--- src/rtl/cfp_pkg.sv ---
package cfp_pkg;

    localparam logic [7:0] START_B = 8'h01;
    localparam logic [7:0] SEP_B   = 8'h44;
    localparam logic [7:0] END_B   = 8'h04;
    localparam logic [7:0] ACK_B   = 8'h06;

    localparam logic [7:0] ST_OK       = 8'h00;
    localparam logic [7:0] ST_UNKNOWN  = 8'h01;
    localparam logic [7:0] ST_OVERFLOW = 8'h09;

    localparam int ARG_MAX      = 4;
    localparam int AI_W         = $clog2(ARG_MAX);
    localparam int FI_W         = $clog2(ARG_MAX + 1);
    localparam int RSP_DATA_MAX = 2;
    localparam int RD_W         = RSP_DATA_MAX * 8;
    localparam int LEN_W        = $clog2(RSP_DATA_MAX + 1);

    typedef enum logic [2:0] {PS_IDLE, PS_HSEP, PS_CODE, PS_SEP, PS_BODY} pstate_t;
    typedef enum logic [1:0] {FK_CMD, FK_UNKNOWN, FK_OVERFLOW} fkind_t;
    typedef enum logic [1:0] {CS_LISTEN, CS_WAIT, CS_SEND} cstate_t;

    typedef struct packed {
        logic [7:0]       status;
        logic [RD_W-1:0]  data;
        logic [LEN_W-1:0] len;
    } rsp_req_t;

    function automatic logic cmd_known(input logic [7:0] c);
        return (c == 8'h00) || (c == 8'h01) || (c == 8'h02) || (c == 8'h04) || (c == 8'h05);
    endfunction

    function automatic logic [FI_W-1:0] cmd_fields(input logic [7:0] c);
        case (c)
            8'h02:   return FI_W'(1);
            8'h04:   return FI_W'(3);
            8'h05:   return FI_W'(4);
            default: return '0;
        endcase
    endfunction

    function automatic logic [LEN_W-1:0] cmd_rsp_len(input logic [7:0] c);
        case (c)
            8'h02:   return LEN_W'(2);
            8'h04:   return LEN_W'(1);
            default: return '0;
        endcase
    endfunction

endpackage

--- src/rtl/cfp_rx_parser.sv ---
module cfp_rx_parser
    import cfp_pkg::*;
#(
    parameter int MAX_PRE_END = 12
) (
    input  logic                 clk,
    input  logic                 rst,
    input  logic                 enable,
    input  logic                 rx_valid,
    input  logic [7:0]           rx_data,
    output logic                 done,
    output fkind_t               kind,
    output logic [7:0]           code,
    output logic [ARG_MAX*8-1:0] args
);
    localparam int CNT_W = $clog2(MAX_PRE_END + 1);

    pstate_t          state_q;
    logic [CNT_W-1:0] cnt_q;
    logic             known_q;
    logic [FI_W-1:0]  nfld_q;
    logic [FI_W-1:0]  fidx_q;
    logic [7:0]       arg_q [ARG_MAX];

    logic closes;
    assign closes = (state_q == PS_BODY) && (rx_data == END_B) &&
                    (!known_q || (fidx_q == nfld_q));

    for (genvar k = 0; k < ARG_MAX; k++) begin : g_args
        assign args[k*8 +: 8] = arg_q[k];
    end

    always_ff @(posedge clk) begin
        if (rst) begin
            state_q <= PS_IDLE;
            cnt_q   <= '0;
            known_q <= 1'b0;
            nfld_q  <= '0;
            fidx_q  <= '0;
            code    <= '0;
            done    <= 1'b0;
            kind    <= FK_CMD;
            for (int k = 0; k < ARG_MAX; k++) arg_q[k] <= '0;
        end else begin
            done <= 1'b0;
            if (rx_valid && enable) begin
                if (state_q == PS_IDLE) begin
                    if (rx_data == START_B) begin
                        state_q <= PS_HSEP;
                        cnt_q   <= CNT_W'(1);
                        fidx_q  <= '0;
                        for (int k = 0; k < ARG_MAX; k++) arg_q[k] <= '0;
                    end
                end else if (closes) begin
                    done    <= 1'b1;
                    kind    <= known_q ? FK_CMD : FK_UNKNOWN;
                    state_q <= PS_IDLE;
                end else if (cnt_q == CNT_W'(MAX_PRE_END)) begin
                    done    <= 1'b1;
                    kind    <= FK_OVERFLOW;
                    state_q <= PS_IDLE;
                end else begin
                    cnt_q <= cnt_q + 1'b1;
                    case (state_q)
                        PS_HSEP: state_q <= (rx_data == SEP_B) ? PS_CODE : PS_IDLE;
                        PS_CODE: begin
                            code    <= rx_data;
                            known_q <= cmd_known(rx_data);
                            nfld_q  <= cmd_fields(rx_data);
                            state_q <= PS_SEP;
                        end
                        PS_SEP:  state_q <= (rx_data == SEP_B) ? PS_BODY : PS_IDLE;
                        PS_BODY: begin
                            if (known_q && (fidx_q == nfld_q)) begin
                                state_q <= PS_IDLE;
                            end else begin
                                if (known_q) begin
                                    arg_q[fidx_q[AI_W-1:0]] <= rx_data;
                                    fidx_q <= fidx_q + 1'b1;
                                end
                                state_q <= PS_SEP;
                            end
                        end
                        default: state_q <= PS_IDLE;
                    endcase
                end
            end
        end
    end

endmodule

--- src/rtl/cfp_tx_framer.sv ---
module cfp_tx_framer
    import cfp_pkg::*;
(
    input  logic       clk,
    input  logic       rst,
    input  logic       start,
    input  rsp_req_t   req,
    input  logic       tx_ready,
    output logic       tx_valid,
    output logic [7:0] tx_data,
    output logic       done
);
    localparam int IDX_W = $clog2(6 + RSP_DATA_MAX);

    logic             busy_q;
    logic [IDX_W-1:0] idx_q;
    logic [7:0]       st_q;
    logic [RD_W-1:0]  sh_q;
    logic [LEN_W-1:0] len_q;

    logic is_last;
    logic in_data;

    always_comb begin
        int i;
        int l;
        i = int'(idx_q);
        l = int'(len_q);
        in_data = (i >= 4) && (i < 4 + l);
        is_last = (l == 0) ? (i == 4) : (i == 5 + l);
        if (i == 0)           tx_data = ACK_B;
        else if (i == 1)      tx_data = SEP_B;
        else if (i == 2)      tx_data = st_q;
        else if (i == 3)      tx_data = SEP_B;
        else if (in_data)     tx_data = sh_q[RD_W-1 -: 8];
        else if (is_last)     tx_data = END_B;
        else                  tx_data = SEP_B;
    end

    assign tx_valid = busy_q;

    always_ff @(posedge clk) begin
        if (rst) begin
            busy_q <= 1'b0;
            idx_q  <= '0;
            st_q   <= '0;
            sh_q   <= '0;
            len_q  <= '0;
            done   <= 1'b0;
        end else begin
            done <= 1'b0;
            if (start && !busy_q) begin
                busy_q <= 1'b1;
                idx_q  <= '0;
                st_q   <= req.status;
                len_q  <= req.len;
                sh_q   <= req.data << (8 * (RSP_DATA_MAX - int'(req.len)));
            end else if (busy_q && tx_ready) begin
                if (is_last) begin
                    busy_q <= 1'b0;
                    done   <= 1'b1;
                end else begin
                    idx_q <= idx_q + 1'b1;
                    if (in_data) sh_q <= sh_q << 8;
                end
            end
        end
    end

endmodule

--- src/rtl/cmd_frame_engine.sv ---
module cmd_frame_engine
    import cfp_pkg::*;
#(
    parameter int MAX_PRE_END = 12
) (
    input  logic        clk,
    input  logic        rst,
    input  logic        rx_valid,
    input  logic [7:0]  rx_data,
    output logic        req_valid,
    output logic [7:0]  req_code,
    output logic [31:0] req_args,
    input  logic        rsp_valid,
    input  logic [7:0]  rsp_status,
    input  logic [15:0] rsp_data,
    output logic        tx_valid,
    output logic [7:0]  tx_data,
    input  logic        tx_ready
);
    cstate_t  cs_q;
    logic     p_done;
    fkind_t   p_kind;
    logic     f_start;
    logic     f_done;
    rsp_req_t f_req;

    cfp_rx_parser #(.MAX_PRE_END(MAX_PRE_END)) parser_i (
        .clk      (clk),
        .rst      (rst),
        .enable   ((cs_q == CS_LISTEN) && !p_done),
        .rx_valid (rx_valid),
        .rx_data  (rx_data),
        .done     (p_done),
        .kind     (p_kind),
        .code     (req_code),
        .args     (req_args)
    );

    always_comb begin
        f_start = 1'b0;
        f_req   = '0;
        if (cs_q == CS_LISTEN && p_done && p_kind != FK_CMD) begin
            f_start    = 1'b1;
            f_req.status = (p_kind == FK_OVERFLOW) ? ST_OVERFLOW : ST_UNKNOWN;
        end else if (cs_q == CS_WAIT && rsp_valid) begin
            f_start      = 1'b1;
            f_req.status = rsp_status;
            f_req.data   = rsp_data;
            f_req.len    = (rsp_status == ST_OK) ? cmd_rsp_len(req_code) : '0;
        end
    end

    cfp_tx_framer framer_i (
        .clk      (clk),
        .rst      (rst),
        .start    (f_start),
        .req      (f_req),
        .tx_ready (tx_ready),
        .tx_valid (tx_valid),
        .tx_data  (tx_data),
        .done     (f_done)
    );

    assign req_valid = (cs_q == CS_WAIT);

    always_ff @(posedge clk) begin
        if (rst) begin
            cs_q <= CS_LISTEN;
        end else begin
            case (cs_q)
                CS_LISTEN: if (p_done) cs_q <= (p_kind == FK_CMD) ? CS_WAIT : CS_SEND;
                CS_WAIT:   if (rsp_valid) cs_q <= CS_SEND;
                CS_SEND:   if (f_done) cs_q <= CS_LISTEN;
                default:   cs_q <= CS_LISTEN;
            endcase
        end
    end

endmodule

--- config.mk ---
export PLATFORM = sky130hd
export DESIGN_NAME = cmd_frame_engine
export DESIGN_NICKNAME = d
export VERILOG_FILES = /design/src/rtl/cfp_pkg.sv /design/src/rtl/cfp_rx_parser.sv /design/src/rtl/cfp_tx_framer.sv /design/src/rtl/cmd_frame_engine.sv
export SDC_FILE = /design/constraint.sdc
export NUM_CORES = 1
export LEC_CHECK = 0
export ABC_AREA = 0
export BUFFER_PORTS_ARGS = -buffer_cell sky130_fd_sc_hd__buf_2
export CORE_AREA = 2 2 91 93
export CTS_BUF_LIST = sky130_fd_sc_hd__clkbuf_8
export DETAILED_ROUTE_END_ITERATION = 10
export DIE_AREA = 0 0 93 95
export PLACE_DENSITY = 0.77
export SLEW_MARGIN = 20
export SYNTH_ARGS = -nofsm -noshare
export SYNTH_HDL_FRONTEND = slang
export SYNTH_SLANG_ARGS = --single-unit
export TNS_END_PERCENT = 50
--- constraint.sdc ---
create_clock -name clk -period 2.9 [get_ports clk]
set_clock_uncertainty 0.05 [all_clocks]
set_input_delay 0.58 -clock clk [delete_from_list [all_inputs] [get_ports clk]]
set_output_delay 0.58 -clock clk [all_outputs]
set_load 0.05 [all_outputs]
# Yosys cells after proc, flatten, opt, wreduce, memory -nomap -nowiden
# Memory sizes are Yosys's and may differ from the RTL's.
# Index checks and enable logic that the tools add are counted.
dict set report op_classes {
  bitwise 10
  n_reduce_logical 46
  add_sub_neg 6
  n_mux 76
  shifts 1
  order_cmp 2
  eq_ne 29
}
# operator n
set op_table {}
lappend op_table {{8-bit two-way mux} 11}
lappend op_table {{16-bit two-way mux} 4}
lappend op_table {{3-bit two-way mux} 12}
lappend op_table {{4-bit by 32-bit == test with 1-bit output} 1}
lappend op_table {{4-bit by 32-bit less-than comparator with 1-bit output} 1}
lappend op_table {{16-bit by 32-bit left shift with 16-bit output} 1}
lappend op_table {{1-bit two-way mux} 27}
lappend op_table {{26-bit two-way mux} 1}
lappend op_table {{8-bit by 3-bit == test with 1-bit output (second input constant)} 3}
lappend op_table {{2-bit two-way mux} 10}
lappend op_table {{4-bit two-way mux} 5}
lappend op_table {{18-bit two-way mux} 1}
lappend op_table {{8-bit by 2-bit == test with 1-bit output (second input constant)} 2}
lappend op_table {{8-bit logical NOT} 2}
lappend op_table {{2-bit nonzero test} 7}
lappend op_table {{3-bit == test (second input constant)} 4}
lappend op_table {{3-bit one-hot mux with 4 select lines} 1}
lappend op_table {{1-bit logical AND} 11}
lappend op_table {{2-bit by 1-bit inequality test with 1-bit output (second input constant)} 5}
lappend op_table {{3-bit by 2-bit == test with 1-bit output (second input constant)} 3}
lappend op_table {{3-bit one-hot mux with 3 select lines} 1}
lappend op_table {{3-bit AND reduction} 3}
lappend op_table {{3-bit by 2-bit adder with 4-bit output (first input constant)} 2}
lappend op_table {{8-bit by 1-bit == test with 1-bit output (second input constant)} 1}
lappend op_table {{27 further kinds} 51}
dict set report word_totals {
  inputBits 37
  wordCells 186
  register_bits 58
  ram_bits 32
  memories 1
  out_inout_bits 50
}
# name depth width read_ports rd_ports_with_merged_regs wr line
set mem_list {}
lappend mem_list {parser_i.arg_q 4 8 4 0 4 cfp_rx_parser.sv:23} ;# logic [7:0] arg_q [ARG_MAX];

# Depth between registers and ports, before layout
dict set report depth {
  word_depth 12
  depth_mapped 10
}

# Hierarchy
# A second synthesis with hierarchy kept.
dict set report unflattened {
  cells_unflattened 494
  area_unflattened_um2 4705.8
}
# mod area_per_inst_um2 n_inst cells_per_inst
set by_module_without_submodules {}
lappend by_module_without_submodules {cfp_rx_parser 2566.2 1 247}
lappend by_module_without_submodules {cfp_tx_framer 1736.7 1 191}
lappend by_module_without_submodules {cmd_frame_engine 402.9 1 56}

# Worst setup path before layout
# OpenSTA, ideal clock, no wires.
dict set report synth_path {
  path_kind {flip-flop to output port}
  start {register framer_i.len_q[0]}
  end {output tx_data[6]}
  slack_ns 0.110
  required_time_ns 2.270
  t_arrival_ns 2.160
  stages_incl_launch_ff 8
  path_cell_list {dfxtp_1 -> inv_1 -> ha_1 -> xor2_1 -> o41ai_1 -> nor2_1 -> a2111oi_0 -> nor2_1}
}
dict set report synth_between {
  elab_chain_len 9
  elab_cells_between_ends 13
  cone_classes {add/sub (2); order compare (1); eq/ne (1); mux (7); reduce/logical (2)}
}
# element line
set synth_lines {}
lappend synth_lines {{start, declared} cfp_tx_framer.sv:19} ;# logic [LEN_W-1:0] len_q;
lappend synth_lines {{start signal, assigned} cfp_tx_framer.sv:56} ;# len_q <= req.len;
lappend synth_lines {{parallel branches: the longest is 4 deep, another holds 4-bit by 32-bit less-than comparator with 1-bit output} n/a}
lappend synth_lines {{8-bit two-way mux (*)} cfp_tx_framer.sv:35} ;# else if (in_data) tx_data = sh_q[RD_W-1 -: 8];
lappend synth_lines {{8-bit two-way mux (*)} cfp_tx_framer.sv:34} ;# else if (i == 3) tx_data = SEP_B;
lappend synth_lines {{8-bit two-way mux (*)} cfp_tx_framer.sv:33} ;# else if (i == 2) tx_data = st_q;
lappend synth_lines {{8-bit two-way mux (*)} cfp_tx_framer.sv:32} ;# else if (i == 1) tx_data = SEP_B;
lappend synth_lines {{8-bit two-way mux (*)} cfp_tx_framer.sv:31} ;# if (i == 0) tx_data = ACK_B;
lappend synth_lines {{end, declared} cmd_frame_engine.sv:17} ;# output logic [7:0] tx_data,
# Mark *: on every way between the ends.

# Final worst setup path
# Same ends and word-level chain as after synthesis.

==> impl_results.md <==
* RR Startpoint: cs_q[0]
* Seq. cell area at 0.00213 mm2
* Max-slew violations at 0
* CP Buf/Inv Count at 2
* IO buf count at 86
* Crit-path cells: inv_1, ha_1, xor2_1, o41ai_2, nor2_1, a2111oi_2, nor2_1, buf_6
* Switching share of power at 0.244
* I/O pin total at 87
* Drt pass-1 iters at 5
* TritonCTS clock tree: done
* Tot GR Track Use at 0.238
* H-tree depth at 3
* Post-synthesis cell count at 472
* Hold Worst Slack at 0.398 ns
* Worst-case clock buffer depth at 2
* Fin crit share at 0.973
* Area delta synth->final at 18.8%
* Psw at 0.601 mW
* Final net count at 605
* Most used cell along the critical path: nor2_1
* Clock Pin Slew Worst Setup and Hold Paths at 0.09 ns
* Worst relative slew slack at 0.527
* Worst Setup End Kind: output pin
* Worst path slowest cell: o41ai_2
* Number of synthesized flops with an enable pin at 32
* Final worst path period need at 2.82 ns
* TritonCTS Sinks at 90
* Site row count at 33
* Synth async-reset ratio at 0
* Vias in the first global route at 3527
* Hold Crit Class: input pin to flip-flop
* Logic gate share of total power at 0.068
* Max IR drop VDD at 0.340 mV
* Ys flop type: dfxtp_1
* Crit path launch type: flip-flop
* Slowest Stage Delay on Critical Path at 0.40 ns
* Most frequent cells in the layout: buf_2, dfxtp_1, nand3_1
* Initial DRC Count at 325
* Cell area after layout at 0.00522 mm2
* Multi-input logic area at 0.00211 mm2
* Initial Util at 0.554
* Reg power frac at 0.538
* Fill count at 650
* Clock Latency Late Sink at 0.36 ns
* First-pass GRT wire length at 16700 um
* Root Driver: clkbuf_8
* Fin. Hold Viols at 0
* RSZ-0062 raised after global routing: yes
* Top cells by area, synth: dfxtp_1, edfxtp_1, and3_1, ha_1, nand3_1
* Sequential-to-total area share from yosys stat at 0.483
* N_diodes at 0
* Final setup viols at 0
* Max-cap violations at 0
* Number of remaining DRC errors at 0
* Synth area leader: dfxtp_1
* WS Path Type: flip-flop to output pin
* Clock power share at 0.394
* DPL Wire Length at 7390 um
* Average size of a mapped cell at 9.30 um2
* Yosys cell types at 53
* Die extent in y at 95 um
* Via Count at 3848
* Pin count of the biggest net entering global routing at 49
* Yosys reg bits at 90
* Worst Max-Slew Pin Slew at 0.704 ns
* Initial antenna violation count at 0
* Critical Path Start: framer_i.len_q[0]
* CTS hold repair buffers at 0
* Internal power component at 1.86 mW
* Total Power at 2.46 mW
* PD cells at 472 mW/mm2
* Status: completed
* Core utilization of the finished layout at 0.658
* Worst Path Required at 2.27 ns
* CP top delay family: compound AO/OA/AOI/OAI gates
* Critical path peak fanout at 4
* Hold_sp: rsp_status[4]
* Commonest non-fill, non-tap cell in the layout: buf_2
* Synth top area share at 0.264
* Die width at 93 um
* Post-synth net total at 525
* Wirelength, routed at 10200 um
* Final ANT Viol Nets at 0
* GR Overflow Total at 0
* Via density at 5.81
* Die area at 0.00884 mm2
* Max Freq at 354 MHz
* Total CTS buffers at 9
* Setup bufs post-CTS at 0
* Share of cells above drive strength 1 at 0.233
* Fin Setup TNS at 0 ns
* Ys Warns at 0
* Wire per inst at 15.5 um
* CP Data Arrival Time at 2.19 ns
* Post-Syn Area at 0.00439 mm2
* Leakage dissipation at 2.15 nW
* Dpl cell area at 0.00496 mm2
* Gpl congestion at 0.909
* CORE AREA at 0.00793 mm2
power groups by stage:
stage | Sequential [mW] | Clock (mW) | Combinational, mW
4_1_cts | 1.32 | 0.982 | 0.168
2_1_floorplan | 1.42 | 0 | 0.0352
3_3_place_gp | 1.35 | 0 | 0.167
5_1_grt | 1.33 | 1.03 | 0.178
6_report | 1.32 | 0.970 | 0.168
3_5_place_dp | 1.35 | 0 | 0.168
kinds of logic after synthesis:
group / Yosys count / share of synthesized area
and+or+nand+nor: 203 / 0.247
AOI/OAI and AO/OA: 94 / 0.138
DFF: 90 / 0.483
buffers and inverters: 50 / 0.0447
adders and majority gates: 16 / 0.0456
muxes: 13 / 0.0296
xor gates and xnor gates: 6 / 0.0120
area by class of cell:
type	count	area share
Clock inverter	7	0.0201
Multi-Input combinational cell	332	0.405
Inverter	21	0.0151
Tap cell	105	0.0252
Clock buffer	9	0.0237
Timing Repair Buffer	98	0.104
Sequential cell	90	0.407
metrics by stage:
stage | std cells | setup WS (ns)
after floorplan | 472 | 0.110
after global placement | 646 | 0.231
after detailed placement | 646 | 0.184
after CTS | 662 | -0.0518
after global routing | 662 | -0.0536
final | 662 | 0.0769
final timing paths:
path / endpoint / slack, ns / cells after the start
max: tx_data[6] / 0.08 / 8
min: framer_i.st_q[4] / 0.40 / 2
max reg2reg: framer_i.sh_q[12] / 0.35 / 8
min reg2reg: framer_i.sh_q[7] / 0.42 / 2
flip-flops by register name (all words and copies together) (netlist names):
register	flops
framer_i.st_q	8
parser_i.arg_q	32
parser_i.cnt_q	4
parser_i.fidx_q	3
parser_i.code	8
framer_i.tx_valid	1
parser_i.nfld_q	3
parser_i.known_q	1
framer_i.done	1
parser_i.kind	2
parser_i.done	1
framer_i.len_q	2
parser_i.state_q	3
framer_i.idx_q	3
cs_q	2
framer_i.sh_q	16
Yosys cell counts, types with 2 or more instances:
cell type	number
dfxtp_1	58
nand3_1	40
nor2_1	39
a21oi_1	35
and3_1	34
edfxtp_1	32
nand2_1	27
clkbuf_1	23
nor3_1	23
inv_1	21
o21ai_0	19
ha_1	16
mux2i_1	13
a311oi_1	7
nor4_1	7
a22o_1	6
a22oi_1	6
nand2b_1	6
buf_2	4
or4_1	4
xor2_1	4
a31oi_1	3
nor4_2	3
o31ai_1	3
or3_1	3
a211o_1	2
a21o_1	2
nand4_1	2
nor2b_1	2
nor4b_1	2
o41ai_1	2
or3b_2	2
xnor2_1	2
worst reg2reg max path: stages, from the launching register on:
cell	delay, ns
dfxtp_1	0.48
nand2_1	0.15
or2_1	0.36
nor4_1	0.45
ha_1	0.18
nor4b_4	0.25
buf_12	0.20
nand3_1	0.12
a311oi_1	0.24
repair_timing:
action                     in CTS  in global routing
pin swaps                       0                  3
gates resized for setup         4                  8
setup endpoints to repair       7                  7
routing by layer:
metal / routed length (um) / part of all wire / track usage / vias to the layer above
met4: 188 / 0.018 / 0.0980 / 0
met1: 4490 / 0.44 / 0.305 / 1798
met5: 0 / 0 / 0 / -
met3: 565 / 0.055 / 0.0327 / 18
met2: 5000 / 0.49 / 0.405 / 133
li1: - / - / - / 1899
Power figures use the tool's default switching activity.
